==> src/rtl/sine_load_pkg.sv <==
package sine_load_pkg;

  // Sine level, offset to 0..n, rational approximation of sin over a half period
  function automatic int sine_level(int idx, int aw, int n);
    int h, j, q, d, s;
    h = 1 << (aw - 1);
    j = idx % h;
    q = j * (h - j);
    d = 5 * h * h - 4 * q;
    s = ((n / 2) * 16 * q + d / 2) / d;
    return (idx < h) ? (n / 2 + s) : (n / 2 - s);
  endfunction

endpackage

==> src/rtl/sload_phase.sv <==
module sload_phase #(
  parameter int PHASE_W = 32
) (
  input  logic               clk_i,
  input  logic               rst_ni,
  input  logic               run_i,
  input  logic [PHASE_W-1:0] ftw_i,
  output logic [PHASE_W-1:0] phase_o,
  output logic [PHASE_W-1:0] ftw_o
);
  logic [PHASE_W-1:0] phase_q, ftw_q;
  logic [PHASE_W:0]   sum;

  assign sum = {1'b0, phase_q} + {1'b0, ftw_q};

  always_ff @(posedge clk_i or negedge rst_ni) begin
    if (!rst_ni) begin
      phase_q <= '0;
      ftw_q   <= '0;
    end else if (!run_i) begin
      phase_q <= '0;
      ftw_q   <= ftw_i;
    end else begin
      phase_q <= sum[PHASE_W-1:0];
      if (sum[PHASE_W]) ftw_q <= ftw_i;  // retune only at period end
    end
  end

  assign phase_o = phase_q;
  assign ftw_o   = ftw_q;
endmodule

==> src/rtl/sload_rom.sv <==
module sload_rom #(
  parameter int LUT_AW  = 8,
  parameter int N_CELLS = 64,
  parameter int LVL_W   = 7
) (
  input  logic [LUT_AW-1:0] idx_i,
  output logic [LVL_W-1:0]  level_o
);
  localparam int DEPTH = 1 << LUT_AW;

  logic [LVL_W-1:0] rom [DEPTH];

  for (genvar g = 0; g < DEPTH; g++) begin : g_rom
    assign rom[g] = LVL_W'(sine_load_pkg::sine_level(g, LUT_AW, N_CELLS));
  end

  assign level_o = rom[idx_i];
endmodule

==> src/rtl/sload_thermo.sv <==
module sload_thermo #(
  parameter int N_CELLS = 64,
  parameter int LVL_W   = 7
) (
  input  logic               clk_i,
  input  logic               rst_ni,
  input  logic               run_i,
  input  logic [LVL_W-1:0]   level_i,
  output logic [LVL_W-1:0]   level_o,
  output logic [N_CELLS-1:0] en_o
);
  logic [LVL_W-1:0] level_q;

  always_ff @(posedge clk_i or negedge rst_ni) begin
    if (!rst_ni)     level_q <= '0;
    else if (!run_i) level_q <= '0;
    else             level_q <= level_i;
  end

  for (genvar k = 0; k < N_CELLS; k++) begin : g_therm
    assign en_o[k] = (level_q > LVL_W'(k));
  end

  assign level_o = level_q;
endmodule

==> src/rtl/sload_cells.sv <==
module sload_cells #(
  parameter int N_CELLS = 64
) (
  input  logic               clk_i,
  input  logic               rst_ni,
  input  logic               run_i,
  input  logic [N_CELLS-1:0] en_i,
  output logic [N_CELLS-1:0] cells_o
);
  for (genvar k = 0; k < N_CELLS; k++) begin : g_cell
    logic cell_q;
    always_ff @(posedge clk_i or negedge rst_ni) begin
      if (!rst_ni)                cell_q <= 1'b0;
      else if (run_i && en_i[k])  cell_q <= ~cell_q;
    end
    assign cells_o[k] = cell_q;
  end
endmodule

==> src/rtl/sine_load_gen.sv <==
module sine_load_gen #(
  parameter int PHASE_W = 32,
  parameter int LUT_AW  = 8,
  parameter int N_CELLS = 64
) (
  input  logic               clk_i,
  input  logic               rst_ni,
  input  logic               act_i,
  input  logic [PHASE_W-1:0] ftw_i,
  output logic [N_CELLS-1:0] cells_o,
  output logic               busy_o
);
  localparam int LVL_W = $clog2(N_CELLS + 1);

  logic [PHASE_W-1:0] phase_q, ftw_q;
  logic [LVL_W-1:0]   rom_level, level_q;
  logic [N_CELLS-1:0] en_q;
  logic               busy_q;

  sload_phase #(.PHASE_W(PHASE_W)) i_phase (
    .clk_i, .rst_ni, .run_i(act_i), .ftw_i,
    .phase_o(phase_q), .ftw_o(ftw_q)
  );

  sload_rom #(.LUT_AW(LUT_AW), .N_CELLS(N_CELLS), .LVL_W(LVL_W)) i_rom (
    .idx_i(phase_q[PHASE_W-1 -: LUT_AW]), .level_o(rom_level)
  );

  sload_thermo #(.N_CELLS(N_CELLS), .LVL_W(LVL_W)) i_thermo (
    .clk_i, .rst_ni, .run_i(act_i), .level_i(rom_level),
    .level_o(level_q), .en_o(en_q)
  );

  sload_cells #(.N_CELLS(N_CELLS)) i_cells (
    .clk_i, .rst_ni, .run_i(act_i), .en_i(en_q), .cells_o
  );

  always_ff @(posedge clk_i or negedge rst_ni) begin
    if (!rst_ni) busy_q <= 1'b0;
    else         busy_q <= act_i;
  end

  assign busy_o = busy_q;
endmodule

==> config.mk <==
export PLATFORM = sky130hd
export DESIGN_NAME = sine_load_gen
export DESIGN_NICKNAME = d
export VERILOG_FILES = /design/src/rtl/sine_load_pkg.sv /design/src/rtl/sload_phase.sv /design/src/rtl/sload_rom.sv /design/src/rtl/sload_thermo.sv /design/src/rtl/sload_cells.sv /design/src/rtl/sine_load_gen.sv
export SDC_FILE = /design/constraint.sdc
export NUM_CORES = 1
export LEC_CHECK = 0
export ABC_AREA = 1
export BUFFER_PORTS_ARGS = -buffer_cell sky130_fd_sc_hd__buf_2
export CAP_MARGIN = 20
export CORE_UTILIZATION = 61
export DETAILED_ROUTE_END_ITERATION = 6
export GPL_ROUTABILITY_DRIVEN = 0
export PLACE_DENSITY = 0.92
export SYNTH_ARGS = -nofsm -noshare
export SYNTH_HDL_FRONTEND = slang
export SYNTH_HIERARCHICAL = 1
export SYNTH_SLANG_ARGS = --single-unit
==> constraint.sdc <==
create_clock -name clk_i -period 2.3 [get_ports clk_i]
set_input_delay 0.345 -clock clk_i [delete_from_list [all_inputs] [get_ports clk_i]]
set_output_delay 0.345 -clock clk_i [all_outputs]
set_load 0.05 [all_outputs]
==> run summary <==
Num rows = 47
GRT Util Overall = 30.97%
Required time of the worst setup path = 2.66 ns
WP buf/inv = 2
Port Buffer Count = 99
Share of layout cells above drive strength 1 = 11.85%
Status = completed
Fin nets = 1731
Max H-tree Level = 4
Prevailing post-synth register cell = dfrtp_1
Cell family with most CP delay = simple AND/OR/NAND/NOR gates
Routed length per instance = 14.16 um
Initial core utilization = 62.63%
Reg2Reg Capture Point = i_phase/ftw_o[3]
Slew Limit Fails = 0
Io pins = 100
Avg Cell Area, Syn = 6.438 sq um
Crit-path max FO = 20
Synth area leaders = dfrtp_1, nand2_1, nand3_1, inv_1, ha_1
Syn_nets = 1699
# DRC = 0
Stages on worst setup path = 11
Share of the synthesized area in the top cell type = 32.65%
Initial antenna violation count = 0
First-pass GRT wire length = 44080 um
Most frequent cells in the layout = nand2_1, inv_1, nand3_1
Core Box Area = 0.01664 sq mm
Final cycle utilization of the critical path = 97.18%
Gate count of the mapped netlist = 1619
Max-cap viol count = 0
Antenna Cells = 0
Worst-Skew Late Latency = 0.43 ns
Worst-path clk slew = 0.06 ns
Final Util = 66.95%
Crit path DAT = 2.59 ns
TritonCTS clock tree = yes
Critical Path Sink = i_phase/ftw_o[3]
Setup crit start kind = flip-flop
Vias in the first global route = 9575
Die ar. = 0.01761 sq mm
Sequential area share after synthesis = 32.65%
Root Buffer = clkbuf_16
Drt initial violations = 1063
Number of synthesized flops with an enable pin = 0
Ys Warns = 6
VDD IR max = 1043 uV
Setup TNS = 0 ns
Fillers = 1370
Cell variety after synth = 39
Max Clk Rate = 447.4 MHz
DP Wirelength = 18650 um
Slew @ Worst Pin = 0.6670 ns
#FFs+latches synth = 136
Clock sinks = 136
Worst clock skew = 0.007005 ns
Die H = 132.7 um
Area delta synth->final = 6.902%
WHS = 0.1085 ns
Leakage power total = 0.006559 uW
Worst R2R Path Depth = 11
Slowest cell delay on critical path = 0.39 ns
Slowest CP cell = dfrtp_1
Top cell type by total area after synthesis = dfrtp_1
Worst min-delay path class = input pin to flip-flop
DP Worst Slack = 0.1287 ns
Register area = 0.003403 sq mm
Async SR Flop Fraction = 100.0%
PnR worst setup slack = 0.06477 ns
CP Cell Sequence = ha_1 > nand2_2 > inv_2 > nand2_1 > nand2_1 > a21oi_2 > nor2_1 > nor2_4 > buf_4 > nand3_1 > nand2_1
Global route overflow = 0
Commonest non-fill, non-tap cell in the layout = nand2_1
# setup viols final = 0
Routed Antenna Nets = 0
DR vias = 10343
Reg2Reg Setup Slack = 0.06 ns
Num CTS Buffers = 17
Setup Fix Bufs, Post-CTS = 0
Post-Syn Area = 0.01042 sq mm
Vias per cell = 5.493
Chip Width = 132.7 um
Final Critical Period = 2.235 ns
Fin. Hold Viols = 0
Largest net degree at the start of global routing = 161
Total wire length = 26670 um
Worst setup path start = i_phase/ftw_o[19]
Clk buf depth = 2
R2R Path Start = i_phase/ftw_o[19]
First drt pass iteration count = 6
Post-Layout Inst Area = 0.01114 sq mm
Critical path endpoint category = flip-flop
Cell mode on critical path = nand2_1
Power per cell area = 1629 mW/mm^2
Area occupied by multi-input gates = 0.005299 sq mm
Area of placed instances = 0.01054 sq mm
Crit Path Category = flip-flop to flip-flop
Max_slew headroom = 55.37%
Hold depth = 3
-- registers in the layout, indices dropped and copies added, names as in the netlist --
| register | cells |
|---|---|
| busy_o | 1 |
| i_cells/g_cell.cell_q | 64 |
| i_phase/ftw_o | 32 |
| i_phase/phase_o | 32 |
| i_thermo/level_o | 7 |
-- timing repair --
action / CTS / global route
setup endpoints to repair: 0 / 32
resized for setup: 0 / 5
hold buffers: 1 / 0
endpoints found under the hold margin: 46 / 0
-- worst min-delay path by stage --
stage / start / slack (ns) / endpoint
3_5_place_dp: rst_ni / 0.32 / i_cells/g_cell[10].cell_q
5_1_grt: ftw_i[10] / 0.11 / i_phase/ftw_o[10]
6_report: ftw_i[18] / 0.11 / i_phase/ftw_o[18]
3_3_place_gp: rst_ni / 0.32 / i_cells/g_cell[10].cell_q
4_1_cts: ftw_i[18] / 0.09 / i_phase/ftw_o[18]
2_1_floorplan: rst_ni / 0.05 / busy_o
-- power by group --
| part | internal [uW] | switching, uW | leakage [uW] | total [uW] |
|---|---|---|---|---|
| sequential | 3450 | 830 | 0.00169 | 4280 |
| combinational | 3190 | 7980 | 0.00460 | 11200 |
| clock | 1600 | 1110 | 0.000265 | 2700 |
| total | 8230 | 9910 | 0.00656 | 18100 |
-- kinds of logic after synthesis --
family	Yosys count	share of synthesized area (%)
DFF	136	32.65
adders and majority gates	45	5.474
xor gates and xnor gates	5	0.4201
and+or+nand+nor	985	39.27
buffers and inverters	341	16.64
AOI/OAI and AO/OA	107	5.546
-- cells in the mapped netlist (2+ instances only) --
library cell    n
a21oi_1        49
a21oi_2         3
a31oi_1         3
and2_1          4
buf_2           8
buf_4          70
buf_6          23
clkbuf_1        4
dfrtp_1       136
ha_1           44
inv_1         224
inv_2           9
inv_4           2
nand2_1       665
nand2_2        10
nand2_4         3
nand3_1       169
nand4_1         6
nor2_1         97
nor2_2          9
nor2_4          6
nor3_1         10
o211ai_1        2
o21ai_0        38
o21ai_1         4
o21ai_2         2
o21bai_1        2
or2_1           2
xnor2_1         5
-- final cells by class --
type                    instances  area share [%]
multi-input cells            1142           47.56
flip-flops and latches        136           30.54
inverters                     235           7.962
repair buffers                119           6.300
clock buffers                  17           3.818
well taps                     220           2.471
clock inverters                14           1.348
-- routing by layer --
layer / global-route usage (%) / vias to the layer above / share of wire, %
li1: - / 4986 / -
met1: 37.61 / 4629 / 39
met2: 52.08 / 617 / 48
met3: 6.398 / 111 / 9.0
met4: 15.77 / 0 / 4.0
met5: 0 / - / 0
-- worst reg2reg max path, stage by stage, from the launching register on --
cell     delay [ns]
dfrtp_1        0.39
ha_1           0.35
nand2_2        0.13
inv_2          0.03
nand2_1        0.07
nand2_1        0.11
a21oi_2        0.19
nor2_1         0.09
nor2_4         0.21
buf_4          0.30
nand3_1        0.17
nand2_1        0.12
-- through the flow --
step / cells / total power (uW)
4_1_cts: 1883 / 17950
6_report: 1883 / 18150
3_5_place_dp: 1851 / 15070
2_1_floorplan: 1619 / 13420
3_3_place_gp: 1851 / 14670
5_1_grt: 1883 / 19540
Note: power is estimated with default switching activity, not from simulation.
